[src/rtl/egc_pkg.sv]
package egc_pkg;

    typedef enum logic [1:0] {
        EM_OFF     = 2'b00,
        EM_SYNC    = 2'b01,
        EM_DEADBUS = 2'b10,
        EM_LIVEBUS = 2'b11
    } egc_mode_e;

    typedef enum logic [1:0] {
        TS_IDLE = 2'b00,
        TS_RUN  = 2'b01,
        TS_UP   = 2'b10
    } tmr_state_e;

    localparam int NUM_TIMERS = 4;
    localparam int IDX_SYNC   = 0;
    localparam int IDX_LBDL   = 1;
    localparam int IDX_DBLL   = 2;
    localparam int IDX_LL     = 3;

endpackage

[src/rtl/egc_ondelay.sv]
module egc_ondelay
    import egc_pkg::*;
#(
    parameter int DLY = 10
) (
    input  logic clk,
    input  logic rst_n,
    input  logic tick,
    input  logic cond,
    output logic picked
);

    localparam int CW = (DLY > 1) ? $clog2(DLY) : 1;
    localparam logic [CW-1:0] LAST = CW'(DLY - 1);

    tmr_state_e        state, state_nxt;
    logic [CW-1:0]     cnt, cnt_nxt;

    // state register
    always_ff @(posedge clk) begin
        if (!rst_n) begin
            state <= TS_IDLE;
            cnt   <= '0;
        end else begin
            state <= state_nxt;
            cnt   <= cnt_nxt;
        end
    end

    // next-state logic
    always_comb begin
        state_nxt = state;
        cnt_nxt   = cnt;
        unique case (state)
            TS_IDLE, TS_RUN: begin
                if (!cond) begin
                    state_nxt = TS_IDLE;
                    cnt_nxt   = '0;
                end else if (tick) begin
                    if (cnt == LAST) begin
                        state_nxt = TS_UP;
                        cnt_nxt   = '0;
                    end else begin
                        state_nxt = TS_RUN;
                        cnt_nxt   = cnt + 1'b1;
                    end
                end else begin
                    state_nxt = TS_RUN;
                end
            end
            TS_UP: begin
                if (!cond) begin
                    state_nxt = TS_IDLE;
                    cnt_nxt   = '0;
                end
            end
            default: begin
                state_nxt = TS_IDLE;
                cnt_nxt   = '0;
            end
        endcase
    end

    // output logic
    always_comb begin
        picked = (state == TS_UP);
    end

    // losing the condition clears the output in the next cycle
    a_r5_drop_clears: assert property (@(posedge clk) disable iff (!rst_n)
        !cond |=> !picked);

    // a pick-up only follows a tick
    a_r6_rise_on_tick: assert property (@(posedge clk) disable iff (!rst_n)
        $rose(picked) |-> $past(tick));

    // a pick-up only follows a held condition
    a_r5_rise_needs_cond: assert property (@(posedge clk) disable iff (!rst_n)
        $rose(picked) |-> $past(cond));

endmodule

[src/rtl/egc_gate.sv]
module egc_gate
    import egc_pkg::*;
(
    input  logic       clk,
    input  logic       rst_n,
    input  logic [1:0] mode_raw,
    input  logic       sync_q,
    input  logic       lbdl_q,
    input  logic       dbll_q,
    output logic       permit
);

    egc_mode_e mode;

    always_comb begin
        mode = egc_mode_e'(mode_raw);
    end

    always_comb begin
        permit = 1'b0;
        unique case (mode)
            EM_OFF:     permit = 1'b0;
            EM_SYNC:    permit = sync_q;
            EM_DEADBUS: permit = sync_q | dbll_q;
            EM_LIVEBUS: permit = sync_q | lbdl_q;
            default:    permit = 1'b0;
        endcase
    end

    // off setting never grants
    a_r7_off_blocks: assert property (@(posedge clk) disable iff (!rst_n)
        (mode_raw == 2'b00) |-> !permit);

    // in sync-only setting the voltage paths alone never grant
    a_r8_sync_only: assert property (@(posedge clk) disable iff (!rst_n)
        (mode_raw == 2'b01 && !sync_q) |-> !permit);

endmodule

[src/rtl/egc_energize_check.sv]
module egc_energize_check
    import egc_pkg::*;
#(
    parameter int SYNC_DLY = 50,
    parameter int LBDL_DLY = 500,
    parameter int DBLL_DLY = 50,
    parameter int LL_DLY   = 20
) (
    input  logic       clk,
    input  logic       rst_n,
    input  logic       tick,
    input  logic       bus_ov,
    input  logic       bus_uv,
    input  logic       line_ov,
    input  logic       line_uv,
    input  logic       sync_ok,
    input  logic [1:0] energize_mode,
    output logic       permit,
    output logic       sync_ready,
    output logic       lbdl_ready,
    output logic       dbll_ready,
    output logic       live_line
);

    localparam int DLYS [NUM_TIMERS] = '{SYNC_DLY, LBDL_DLY, DBLL_DLY, LL_DLY};

    logic [NUM_TIMERS-1:0] path_cond;
    logic [NUM_TIMERS-1:0] path_up;

    always_comb begin
        path_cond[IDX_SYNC] = sync_ok;
        path_cond[IDX_LBDL] = bus_ov & line_uv;
        path_cond[IDX_DBLL] = bus_uv & line_ov;
        path_cond[IDX_LL]   = line_ov;
    end

    for (genvar g = 0; g < NUM_TIMERS; g++) begin : g_tmr
        egc_ondelay #(.DLY(DLYS[g])) u_tmr (
            .clk    (clk),
            .rst_n  (rst_n),
            .tick   (tick),
            .cond   (path_cond[g]),
            .picked (path_up[g])
        );
    end

    egc_gate u_gate (
        .clk      (clk),
        .rst_n    (rst_n),
        .mode_raw (energize_mode),
        .sync_q   (path_up[IDX_SYNC]),
        .lbdl_q   (path_up[IDX_LBDL]),
        .dbll_q   (path_up[IDX_DBLL]),
        .permit   (permit)
    );

    always_comb begin
        sync_ready = path_up[IDX_SYNC];
        lbdl_ready = path_up[IDX_LBDL];
        dbll_ready = path_up[IDX_DBLL];
        live_line  = path_up[IDX_LL];
    end

    // permission needs a live side or synchronism in the previous cycle
    a_r12_needs_live_side: assert property (@(posedge clk) disable iff (!rst_n)
        permit |-> $past(sync_ok || (bus_ov && line_uv) || (bus_uv && line_ov)));

    // live-line flag needs line over-voltage in the previous cycle
    a_r11_ll_needs_line: assert property (@(posedge clk) disable iff (!rst_n)
        live_line |-> $past(line_ov));

endmodule

[config.mk]
export PLATFORM = sky130hd
export DESIGN_NAME = egc_energize_check
export DESIGN_NICKNAME = d
export VERILOG_FILES = /design/src/rtl/egc_pkg.sv /design/src/rtl/egc_ondelay.sv /design/src/rtl/egc_gate.sv /design/src/rtl/egc_energize_check.sv
export SDC_FILE = /design/constraint.sdc
export NUM_CORES = 1
export LEC_CHECK = 0
export ABC_CLOCK_PERIOD_IN_PS = 2200
export BUFFER_PORTS_ARGS = -buffer_cell sky130_fd_sc_hd__buf_2
export CELL_PAD_IN_SITES_DETAIL_PLACEMENT = 1
export CELL_PAD_IN_SITES_GLOBAL_PLACEMENT = 1
export CORE_UTILIZATION = 35
export DETAILED_ROUTE_END_ITERATION = 10
export PLACE_DENSITY_LB_ADDON = 0.1
export SLEW_MARGIN = 40
export SYNTH_ARGS = -nofsm -noshare
export SYNTH_HDL_FRONTEND = slang
export SYNTH_SLANG_ARGS = --single-unit
[constraint.sdc]
create_clock -name clk -period 2.2 [get_ports clk]
set_input_delay 0.33 -clock clk [delete_from_list [all_inputs] [get_ports clk]]
set_output_delay 0.33 -clock clk [all_outputs]
set_load 0.01 [all_outputs]
### Word-level counts from Yosys, hierarchy flattened

Cells that the tools add are included.

* register bits: 34
* output and inout bits: 5
* logic and storage cells: 93
* input port bits: 10

* add/sub/neg operators: 4
* equal/unequal tests: 23
* bitwise operators: 4
* reduce and logical (&&, ||, !) cells: 13
* muxes and demuxes: 41

Operators with widths (count)
* $mux W6: 8
* $mux W9: 4
* $mux W2: 16
* $pmux W6 S2: 2
* $mux W5: 4
* $pmux W9 S2: 1
* $pmux W2 S2: 4
* $add A6 B1 Y6 const B: 2
* $eq A2 B2 Y1 const B: 6
* $eq A6 B6 Y1 const B: 2
* $ne A3 B3 Y1 const B: 4
* $eq A2 B1 Y1 const B: 5
* $logic_not A2 Y1: 5
* $pmux W5 S2: 1
* $add A9 B1 Y9 const B: 1
* $eq A9 B9 Y1 const B: 1
* $ne A2 B2 Y1 const B: 4
* $reduce_and A2 Y1: 4
* $reduce_or A2 Y1: 4
* $add A5 B1 Y5 const B: 1
* $eq A5 B5 Y1 const B: 1
* $pmux W1 S4: 1
* $and A1 B1 Y1: 2
* $or A1 B1 Y1: 2

### Logic depth before layout (Yosys ltp)

Gate-level depths: netlist of run 1.

* word-level depth: 5
* gate-level depth with buffers: 6

### Cells and area by module

A second synthesis of run 1 with hierarchy kept.

* cell total of the unflattened synthesis: 192
* area total of the unflattened synthesis: 1731.7 um^2

Modules (own cells, without submodules)
* egc_ondelay (g_tmr[0].u_tmr ...): seq. area each 160.2 um^2, instances 2, area an instance 410.4 um^2, cells each 44
* egc_ondelay (g_tmr[1].u_tmr): seq. area each 220.2 um^2, instances 1, area an instance 528.0 um^2, cells each 58
* egc_ondelay (g_tmr[3].u_tmr): seq. area each 140.1 um^2, instances 1, area an instance 346.6 um^2, cells each 40
* egc_gate: seq. area each 0.0 um^2, instances 1, area an instance 23.8 um^2, cells each 4
* egc_energize_check: seq. area each 0.0 um^2, instances 1, area an instance 12.5 um^2, cells each 2

### Worst setup path after synthesis of run 1

No wires, ideal clock.

* kind: flip-flop to flip-flop
* start point: reg g_tmr[2].u_tmr.cnt[1]
* end point: reg g_tmr[2].u_tmr.cnt[0]
* setup slack: 0.511 ns
* path buffers: 0
* arrival: 1.624 ns
* data required time: 2.134 ns
* stages on the path, launching flop included: 7
* period minus slack after synthesis: 1.689 ns
* library setup time: 0.066 ns
* cells stage by stage: dfxtp_1 inv_1 ha_1 and4b_4 a2111o_1 or3_1 a21boi_2

* cells in the longest elaborated chain, start to end: 5

Ends and longest elaborated chain
* from (decl): RTL line egc_ondelay.sv:17 `logic [CW-1:0] cnt, cnt_nxt;`
* from (signal assigned): RTL line egc_ondelay.sv:26 `cnt <= cnt_nxt;`
* $eq A6 B6 Y1: RTL line egc_ondelay.sv:40 `if (cnt == LAST) begin`
* $mux W6: RTL line egc_ondelay.sv:40
* $mux W6: RTL line egc_ondelay.sv:39 `end else if (tick) begin`
* $mux W6: RTL line egc_ondelay.sv:36 `if (!cond) begin`
* $pmux W6 S2: RTL line egc_ondelay.sv:34 `unique case (state)`

No other way between the ends. The select of a mux whose other input is x is not followed.
A chain may end at the register's enable or synchronous reset.

### Final worst setup path of run 1

* start point: reg g_tmr[1].u_tmr.cnt[0]
* end point: reg g_tmr[1].u_tmr.cnt[7]

* cells in the longest elaborated chain, start to end: 5
* elaborated cells on any way between the ends: 6

Ends and longest elaborated chain (RTL line)
* from (decl): egc_ondelay.sv:17
* from (signal assigned): egc_ondelay.sv:26
* $add A9 B1 Y9 / $eq A9 B9 Y1 (equally long branches): egc_ondelay.sv:45, egc_ondelay.sv:40
* $mux W9 (*): egc_ondelay.sv:40
* $mux W9 (*): egc_ondelay.sv:39
* $mux W9 (*): egc_ondelay.sv:36
* $pmux W9 S2 (*): egc_ondelay.sv:34

Mark *: on every way between the ends. The rest lies on a longest branch, timed or not. The select of a mux whose other input is x is not followed.

==> results by group, run 1 <==
Outcome
  – Run status: finished, final reports clean

Worst hold path
  – Hold wc startpoint: bus_ov
  – Worst hold path cell count: 2
  – Hold path endpoint: g_tmr[1].u_tmr.state[1]$_SDFFE_PN0P_
  – Worst hold-check path type: in -> reg

Timing
  – Max Fclk: between 0.5 and 0.6 GHz
  – Slew @ Worst Pin: between 0.7 and 0.8 ns
  – Hold_ws: a little under 0.3 ns
  – Clk_skew: between 0.005 and 0.006 ns
  – Setup TNS: 0 ns
  – Final Hold Fails: 0
  – Post-route clock period utilization: 0.893
  – Final setup fails: 0
  – Unrepaired setup endpoints after global routing: no
  – Fin. max-slew vios: 0
  – Slew headroom: 0.504
  – Final min period: about 2.0 ns

Critical path
  – Slowest stage delay, CP: 0.45 ns
  – Setup CP Type: reg -> reg
  – Crit start category: flip-flop
  – R2R Path Start: g_tmr[1].u_tmr.cnt[0]$_SDFFE_PN0P_
  – Worst r2r path cells: 5
  – Worst R2R Setup Slack: roughly 0.24 ns
  – Critical path's top delay family: compound AO/OA/AOI/OAI gates
  – CP endpoint kind: flip-flop
  – Crit path buf inv count: 0
  – CP cell instances: ha_1 > nor4bb_1 > a211oi_1 > o21ai_1 > o21ba_2
  – CP max FO: 8
  – R2r endpoint: g_tmr[1].u_tmr.cnt[7]$_SDFFE_PN0P_
  – Data arrival, critical path: between 2 and 2.5 ns
  – Crit path max-delay cell type: o21ai_1
  – Worst Path Required: about 2.4 ns

Clock tree
  – Post-cts repair resize count: 0
  – Deepest clock path buffer count: 2
  – Root Buffer: clkbuf_8
  – Skew-Pair Late Insertion Delay: 0.29 ns
  – Clock-pin slew on the worst setup and hold paths: 0.07 ns
  – CTS tree: done
  – TritonCTS Buffers: 5
  – Clock sink total: 34
  – Cts hold-fix bufs: 0
  – H-tree depth: 2
  – Post-CTS Setup Repair Bufs: 0

Place
  – Placed insts: around 250
  – Routability cong.: 0.763
  – I/O Buffers: 14
  – Post-DP HPWL: 2730 um

Pwr
  – Maximum vdd drop: between 0.2 and 0.3 mV
  – Pwr Total: 1.20 mW
  – PD cells: 632 nW/um^2
  – P_leak: ~0.71 nW

Floorplan
  – Rows: 24
  – Core Region: between 4000 and 5000 um^2
  – Die width: approximately 70 um
  – I/O pins: 15
  – Die height: approximately 71 um
  – Initial Utilization: 0.375
  – Die area: 5100 um^2

Global route
  – Met1 Usage GRT: 0.182
  – Largest net degree at the start of global routing: 15
  – Routing usage on met3: 0.0506
  – Initial antenna violation count: 0
  – First-pass GRT wire length: about 6500 um
  – Total grt overflow: 0
  – Vias in the first global route: 1491
  – Gr usage total: 0.164
  – Layer with the highest usage: met2
  – Met2 Track Usage GR: 0.291

Cells and area
  – Most common cell after layout, fill and taps aside: dfxtp_1
  – Commonest cells after routing, fill and taps aside: dfxtp_1, nor2_1, buf_2
  – Non-filler cells, final: 260
  – # fillers: approximately 550
  – Share of post-route cells with drive strength above 1: 0.139
  – N_diodes: 0
  – Layout Utilization: 0.423
  – Area growth, synth to finish: 12.9%
  – Nets: approximately 220

Detailed routing
  – Routed vias: approximately 1400
  – 1st-iter DRT viols: 47
  – Wirelength per Cell: around 14 um
  – 1st-pass router iterations: 6
  – Vias/cell: approximately 5.3
  – Final ANT Viol Nets: 0
  – Drt total wl: between 3000 and 4000 um
  – # DRC: 0

Logic synthesis
  – Area of the mapped netlist: 1690 um^2
  – Synth cell types: between 40 and 50
  – #FFs+latches synth: 34
  – Synth Warn #: 0
  – Seq/Total Area, Yosys: 0.403
  – Mapped Cells: between 150 and 200
  – Post-synthesis net count: 205
  – Syn Area/Cell: 8.93 um^2

Run
  – # Max-Cap Violations: 0
==> cell type report <==
class | count | area (um^2) | share of cell area
Clock inverter | 2 | 12.5 | 0.00657
Multi-Input combinational cell | 142 | 957 | 0.502
Tap cell | 52 | 65.1 | 0.0341
Timing Repair Buffer | 14 | 70.1 | 0.0368
Inverter | 10 | 37.5 | 0.0197
Sequential cell | 34 | 681 | 0.357
Clock buffer | 6 | 82.6 | 0.0433
==> per-stage QoR <==
| step | setup slack [ns] | cell area, um^2 |
|---|---|---|
| finish | 0.236 | 1910 |
| global placement | 0.441 | 1810 |
| global route | 0.0525 | 1910 |
| detailed placement | 0.214 | 1810 |
| CTS | 0.191 | 1910 |
| floorplan | 0.511 | 1690 |
==> cell families (layout without fill, tap and decap cells) <==
logic type / count (synthesis) / count (layout) / share of synthesized area
simple gates: 73 / 73 / 0.231
fa+ha+maj: 6 / 6 / 0.0445
mux: 5 / 5 / 0.0304
xor+xnor: 18 / 18 / 0.0934
compound gates: 40 / 40 / 0.168
buf+inv: 13 / 32 / 0.0296
flops: 34 / 34 / 0.403
==> cell usage after synthesis (all sizes together) <==
master	number	area [um^2]
nand2b	1	6.26
a22oi	2	15.0
o21ba	2	20.0
and2	6	40.0
and3	3	18.8
dfxtp	34	681
nand3	9	45.0
or4	1	7.51
nor4bb	2	20.0
nor2b	4	25.0
nor4b	1	8.76
or3	2	12.5
o2111ai	1	8.76
a2111o	1	11.3
mux2	1	11.3
and4	2	17.5
mux2i	4	40.0
o211ai	3	22.5
o2111a	1	11.3
and4b	2	23.8
o31ai	1	7.51
o21a	1	7.51
nand2	8	30.0
a211oi	4	30.0
ha	6	75.1
nor3	3	15.0
o21ai	8	40.0
xnor2	11	96.3
clkbuf	1	3.75
nand3b	1	7.51
nor4	1	6.26
buf	2	8.75
a21bo	1	10.0
a21boi	6	48.8
nand4	2	12.5
a31oi	1	6.26
nor2	25	93.8
a311oi	1	8.76
xor2	7	61.3
a21oi	7	35.0
inv	10	37.5
==> layer usage <==
metal / vias up / routed length [um]
li1: 699 / -
met1: 672 / 1650
met2: 13 / 1850
met3: 6 / 114
met4: 0 / 64
met5: - / 0
==> power breakdown <==
part | switching [mW] | internal [mW] | total, mW
clock | 0.240 | 0.252 | 0.492
sequential | 0.0104 | 0.625 | 0.636
combinational | 0.0469 | 0.0302 | 0.0770
==> worst max-delay path by stage <==
stage                                                  start                            endpoint  slack [ns]  cells past startpoint
after floorplan           g_tmr[2].u_tmr.cnt[1]$_SDFFE_PN0P_  g_tmr[2].u_tmr.cnt[0]$_SDFFE_PN0P_        0.51                      6
after global placement    g_tmr[1].u_tmr.cnt[0]$_SDFFE_PN0P_  g_tmr[1].u_tmr.cnt[7]$_SDFFE_PN0P_        0.44                      5
after detailed placement  g_tmr[1].u_tmr.cnt[0]$_SDFFE_PN0P_  g_tmr[1].u_tmr.cnt[7]$_SDFFE_PN0P_        0.21                      5
after CTS                 g_tmr[1].u_tmr.cnt[0]$_SDFFE_PN0P_  g_tmr[1].u_tmr.cnt[7]$_SDFFE_PN0P_        0.19                      5
after global routing      g_tmr[1].u_tmr.cnt[0]$_SDFFE_PN0P_  g_tmr[1].u_tmr.cnt[7]$_SDFFE_PN0P_        0.05                      5
final                     g_tmr[1].u_tmr.cnt[0]$_SDFFE_PN0P_  g_tmr[1].u_tmr.cnt[7]$_SDFFE_PN0P_        0.24                      5
==> sequential cells by signal, summed over array words and instances, names as in the netlist <==
signal / flops
g_tmr.u_tmr.cnt: 26
g_tmr.u_tmr.state: 8
Power figures use the tool's default switching activity.
==> run 2, diff against run 1 <==
--- a/config.mk
+++ b/config.mk
@@ -5,11 +5,12 @@
 export SDC_FILE = /design/constraint.sdc
 export NUM_CORES = 1
 export LEC_CHECK = 0
-export ABC_CLOCK_PERIOD_IN_PS = 2200
+export ABC_CLOCK_PERIOD_IN_PS = 2100
 export BUFFER_PORTS_ARGS = -buffer_cell sky130_fd_sc_hd__buf_2
 export CELL_PAD_IN_SITES_DETAIL_PLACEMENT = 1
 export CELL_PAD_IN_SITES_GLOBAL_PLACEMENT = 1
 export CORE_UTILIZATION = 35
+export CTS_BUF_LIST = sky130_fd_sc_hd__clkbuf_8
 export DETAILED_ROUTE_END_ITERATION = 10
 export PLACE_DENSITY_LB_ADDON = 0.1
 export SLEW_MARGIN = 40
==> constraint.sdc (replaced) <==
create_clock -name clk -period 2.1 [get_ports clk]
set_input_delay 0.315 -clock clk [delete_from_list [all_inputs] [get_ports clk]]
set_output_delay 0.315 -clock clk [all_outputs]
set_load 0.01 [all_outputs]
==> run 2 against run 1 <==
Compared with the run above:
- maximum frequency is 7.3% higher
- combinational power is 8.7% higher
- first-iteration DRC count is 19% higher
- largest cell class unchanged
- routed wire length is 2.7% higher
- global-route usage is 0.44 points higher
- clock skew is 0.0027 ns lower
==> results by group, run 2 (synthesized netlist as in run 1, its figures left out) <==
Outcome
  – Run status: finished, final reports clean

Timing
  – Unrepaired setup endpoints after global routing: no
  – Final min period: approximately 1.8 ns
  – Clk_skew: 0.00328 ns
  – Setup TNS: 0 ns
  – Slew @ Worst Pin: ~0.44 ns
  – Post-route setup slack: between 0.2 and 0.3 ns
  – Final setup fails: 0
  – Final Hold Fails: 0
  – Fin. max-slew vios: 0
  – Post-route clock period utilization: 0.871
  – Max Fclk: roughly 0.55 GHz
  – Slew headroom: 0.698

Worst hold path
  – Worst hold-check path type: in -> reg
  – Hold wc startpoint: bus_ov

Cells and area
  – # fillers: ~530
  – Area growth, synth to finish: 13.8%
  – N_diodes: 0
  – Share of post-route cells with drive strength above 1: 0.148
  – Nets: 225
  – Largest regs: g_tmr.u_tmr.cnt (26), g_tmr.u_tmr.state (8)
  – Most common cell after layout, fill and taps aside: dfxtp_1
  – Commonest cells after routing, fill and taps aside: dfxtp_1, nor2_1, buf_2
  – Most flops, register: g_tmr.u_tmr.cnt
  – Largest register FFs: 26

Detailed routing
  – Vias/cell: approximately 5.3
  – # DRC: 0
  – Wirelength per Cell: around 14 um
  – Final ANT Viol Nets: 0
  – Routed vias: between 1000 and 1500
  – Drt total wl: around 3800 um
  – 1st-iter DRT viols: 56
  – 1st-pass router iterations: 4

Critical path
  – Worst Path Required: approximately 2.3 ns
  – CP endpoint kind: flip-flop
  – Data arrival, critical path: between 2 and 2.5 ns
  – CP max FO: 4
  – Setup CP Type: reg -> reg
  – Crit. Startpoint: g_tmr[2].u_tmr.cnt[1]$_SDFFE_PN0P_
  – R2R Path Start: g_tmr[2].u_tmr.cnt[1]$_SDFFE_PN0P_
  – Crit start category: flip-flop

Floorplan
  – Rows: 24
  – Core Region: around 4500 um^2
  – Die width: roughly 71 um
  – Die area: 5100 um^2
  – Die height: ~71 um
  – I/O pins: 15
  – Initial Utilization: 0.375

Clock tree
  – Skew-Pair Late Insertion Delay: 0.28 ns
  – Cts hold-fix bufs: 0
  – H-tree depth: 2
  – Post-cts repair resize count: 0
  – Clock sink total: 34
  – TritonCTS Buffers: 5
  – CTS tree: done
  – Root Buffer: clkbuf_8
  – Deepest clock path buffer count: 2
  – Post-CTS Setup Repair Bufs: 0
  – Clock-pin slew on the worst setup and hold paths: 0.07 ns

Global route
  – Largest net degree at the start of global routing: 15
  – Vias in the first global route: roughly 1400
  – Gr usage total: 0.169
  – Total grt overflow: 0
  – First-pass GRT wire length: ~6700 um
  – Initial antenna violation count: 0

Place
  – Place WS: ~0.28 ns
  – Routability cong.: between 0.7 and 0.8
  – I/O Buffers: 14
  – Post-DP HPWL: 2890 um

Run
  – # Max-Cap Violations: 0

Pwr
  – PD cells: 652 nW/um^2
  – Pwr Total: 1.25 mW
  – Maximum vdd drop: between 0.3 and 0.4 mV
  – P_leak: a little over 0.7 nW
## run 2: metal layers
metal,global-route usage,vias to the layer above,share of wire
met2,0.289,12,0.50
met4,0.0533,0,0.0090
met5,0,-,0
met3,0.0478,4,0.023
met1,0.205,669,0.46
li1,-,707,-
## run 2: report_power, final
part	switching, mW	leakage (nW)	internal [mW]
Sequential	0.0105	0.276	0.655
Combinational	0.0506	0.396	0.0331
Clock	0.240	0.0472	0.263
Total	0.301	0.719	0.952
## run 2: layout make-up
type,count,area [um^2],area share
clock buffers,6,82.6,0.0430
clock inverters,2,12.5,0.00651
inverters,10,37.5,0.0195
repair buffers,16,85.1,0.0443
multi-input cells,142,957,0.498
flip-flops and latches,34,681,0.354
well taps,52,65.1,0.0339
## run 2: critical path, stage by stage (launching register included)
cell and delay, ns:
dfxtp_1 0.38, inv_1 0.06, ha_1 0.17, and4b_4 0.21
a2111o_1 0.44, or3_1 0.38, a21boi_2 0.12
## run 2: stage by stage
step	instance area, um^2	hold slack, ns	util	std cells
floorplan	1690	0.450	-	189
global placement	1830	0.474	0.405	254
detailed placement	1830	0.480	0.405	254
CTS	1920	0.282	0.426	262
global route	1920	0.297	0.426	262
finish	1920	0.296	0.426	262
## run 2: worst paths after layout
path                                                to  slack, ns  depth (start not counted)
setup / recovery    g_tmr[2].u_tmr.cnt[0]$_SDFFE_PN0P_       0.27                          6
setup reg to reg    g_tmr[2].u_tmr.cnt[0]$_SDFFE_PN0P_       0.27                          6
hold / removal    g_tmr[1].u_tmr.state[1]$_SDFFE_PN0P_       0.30                          2
hold reg to reg     g_tmr[2].u_tmr.cnt[5]$_SDFFE_PN0P_       0.49                          2
==> run 3, diff against run 2 <==
--- a/config.mk
+++ b/config.mk
@@ -16,4 +16,5 @@
 export SLEW_MARGIN = 40
 export SYNTH_ARGS = -nofsm -noshare
 export SYNTH_HDL_FRONTEND = slang
+export SYNTH_HIERARCHICAL = 1
 export SYNTH_SLANG_ARGS = --single-unit
==> run 3 against run 2 <==
Compared with the run above:
- non-clock buffer count fell by 2
- critical path type is now reg -> out
- global-route usage fell by 0.073 points
- sequential power rose by 0.6%
- clock power fell by 2%
- maximum frequency rose by 5.5%
- worst setup slack improved by 0.095 ns
- area after synthesis rose by 2.6%
- first-iteration DRC count rose by 25%
- critical endpoint is now permit
- worst hold slack improved by 0.070 ns
==> results by group, run 3 <==
Outcome
  – Run status: finished, final reports clean

Run
  – # Max-Cap Violations: 0

Cells and area
  – Largest regs: g_tmr.u_tmr/cnt (26), g_tmr.u_tmr/state (8)
  – # fillers: 580
  – Footprint of the multi-input gates: 995 um^2
  – Most common cell after layout, fill and taps aside: dfxtp_1
  – Finished Cell Area: ~2000 um^2
  – Nets: approximately 230
  – Commonest cells after routing, fill and taps aside: dfxtp_1, nor2_1, xnor2_1, buf_2, a21oi_1
  – N_diodes: 0
  – Most flops, register: g_tmr.u_tmr/cnt
  – Largest register FFs: 26
  – Area growth, synth to finish: 12.6%
  – Share of post-route cells with drive strength above 1: 0.171
  – Register area: 681 um^2

Logic synthesis
  – Synth cell types: 43
  – Post-synthesis net count: roughly 210
  – Post-synth ARST share: 0
  – Cell taking the most area after synthesis: dfxtp_1
  – Synth Warn #: 6
  – Area of the mapped netlist: about 1700 um^2
  – Mapped Cells: ~190
  – #FFs+latches synth: 34
  – Count leader, synth: dfxtp_1
  – Synth top area cells: dfxtp_1, xnor2_1, nor2_1, ha_1, a21oi_1
  – Seq/Total Area, Yosys: 0.393
  – Post-synth EDFFs: 0
  – Area share of the largest cell type after synthesis: 0.393
  – Leading cell types by count after synthesis: dfxtp_1, nor2_1, xnor2_1
  – Commonest register cell after synthesis: dfxtp_1
  – Syn Area/Cell: about 9.0 um^2

Detailed routing
  – 1st-iter DRT viols: 70
  – Routed vias: approximately 1400
  – 1st-pass router iterations: 4
  – Vias/cell: between 5 and 6
  – Final ANT Viol Nets: 0
  – Drt total wl: 3830 um
  – # DRC: 0
  – Wirelength per Cell: about 14 um

Pwr
  – PD cells: 639 nW/um^2
  – Maximum vdd drop: between 0.3 and 0.4 mV
  – Comb pwr share: 0.069
  – Pint: 0.949 mW
  – Pwr Total: approximately 1.2 mW
  – Sw frac: 0.238
  – Seq pwr share: 0.537
  – Switch Pwr: between 0.2 and 0.3 mW
  – P_leak: 0.694 nW
  – Clock share of power: 0.394

Timing
  – Slew @ Worst Pin: ~0.65 ns
  – Fin. max-slew vios: 0
  – Clk_skew: roughly 0.0035 ns
  – Final setup fails: 0
  – Unrepaired setup endpoints after global routing: no
  – Max Fclk: 0.576 GHz
  – Final Hold Fails: 0
  – Setup TNS: 0 ns
  – Final min period: roughly 1.7 ns
  – Slew headroom: 0.560
  – Post-route clock period utilization: 0.826

Place
  – I/O Buffers: 14
  – Post-place instance area: 1860 um^2
  – Routability cong.: 0.741
  – Post-DP HPWL: 2860 um

Critical path
  – CP endpoint kind: primary output
  – Worst Path Required: around 1.8 ns
  – CP max FO: 3
  – Data arrival, critical path: between 1 and 1.5 ns
  – Crit start category: flip-flop
  – Setup CP Type: reg -> out

Floorplan
  – Initial Utilization: 0.364
  – Rows: 25
  – Die height: 72.3 um
  – I/O pins: 15
  – Die area: roughly 5200 um^2
  – Die width: approximately 72 um
  – Core Region: ~4800 um^2

Global route
  – First-pass GRT wire length: about 7000 um
  – Gr usage total: 0.168
  – Total grt overflow: 0
  – Vias in the first global route: ~1500
  – Initial antenna violation count: 0
  – Largest net degree at the start of global routing: 12

Clock tree
  – Clock sink total: 34
  – Post-CTS Setup Repair Bufs: 0
  – Clock-pin slew on the worst setup and hold paths: 0.07 ns
  – TritonCTS Buffers: 5
  – CTS tree: done
  – Skew-Pair Late Insertion Delay: about 0.28 ns
  – Post-cts repair resize count: 0
  – H-tree depth: 2
  – Deepest clock path buffer count: 2
  – Root Buffer: clkbuf_8
  – Cts hold-fix bufs: 0

Worst hold path
  – Worst hold-check path type: in -> reg
## run 3: worst max-delay path, cell delays in order (launching register included)
cell	delay, ns
dfxtp_1	0.38
inv_1	0.09
nor2_1	0.26
mux2i_1	0.12
a21oi_1	0.14
buf_2	0.14
## run 3: path summary, 6_finish.rpt
| check | from | end | slack [ns] | depth (start not counted) |
|---|---|---|---|---|
| setup / recovery | g_tmr[1].u_tmr/state[1]$_SDFFE_PN0P_ | permit | 0.36 | 5 |
| hold / removal | rst_n | g_tmr[0].u_tmr/state[1]$_SDFFE_PN0P_ | 0.37 | 2 |
| setup reg to reg | g_tmr[1].u_tmr/cnt[0]$_SDFFE_PN0P_ | g_tmr[1].u_tmr/cnt[8]$_SDFFE_PN0P_ | 0.37 | 5 |
| hold reg to reg | g_tmr[1].u_tmr/state[1]$_SDFFE_PN0P_ | g_tmr[1].u_tmr/state[0]$_SDFFE_PN0P_ | 0.48 | 1 |
## run 3: logic make-up (layout without fill, tap and decap cells)
logic type | after synthesis | in the layout | synth area share
AO/OA/AOI/OAI | 44 | 44 | 0.189
XOR/XNOR | 15 | 15 | 0.0759
adder cells (fa/ha/maj) | 6 | 6 | 0.0434
buffers and inverters | 12 | 30 | 0.0325
flip-flops | 34 | 34 | 0.393
multiplexers | 6 | 6 | 0.0390
AND/OR/NAND/NOR | 75 | 75 | 0.228
## run 3: power by group through the flow
| stage | combinational, mW | sequential, mW | clock (mW) |
|---|---|---|---|
| after floorplan | 0.0600 | 0.681 | 0 |
| after global placement | 0.0806 | 0.683 | 0 |
| after detailed placement | 0.0858 | 0.685 | 0 |
| after CTS | 0.0862 | 0.670 | 0.512 |
| after global routing | 0.0955 | 0.672 | 0.542 |
| final | 0.0854 | 0.670 | 0.491 |
## run 3: area by class of cell
cell class | instances | area share
Tap cell | 67 | 0.0430
Multi-Input combinational cell | 146 | 0.510
Timing Repair Buffer | 14 | 0.0359
Sequential cell | 34 | 0.349
Clock inverter | 2 | 0.00449
Inverter | 8 | 0.0154
Clock buffer | 6 | 0.0423
## run 3: metal layers
metal	track usage	routed length (um)	part of all wire
met3	0.0292	94	0.025
met1	0.205	1870	0.49
met5	0	0	0
met2	0.283	1780	0.46
met4	0.0850	88	0.023
## run 3: per-stage QoR
step / worst slack, ns / hold WS (ns) / utilization / instances
3_5_place_dp: 0.269 / 0.474 / 0.391 / 269
3_3_place_gp: 0.347 / 0.459 / 0.391 / 269
5_1_grt: 0.211 / 0.360 / 0.410 / 277
6_report: 0.365 / 0.366 / 0.410 / 277
2_1_floorplan: 0.585 / 0.410 / - / 192
4_1_cts: 0.342 / 0.362 / 0.410 / 277
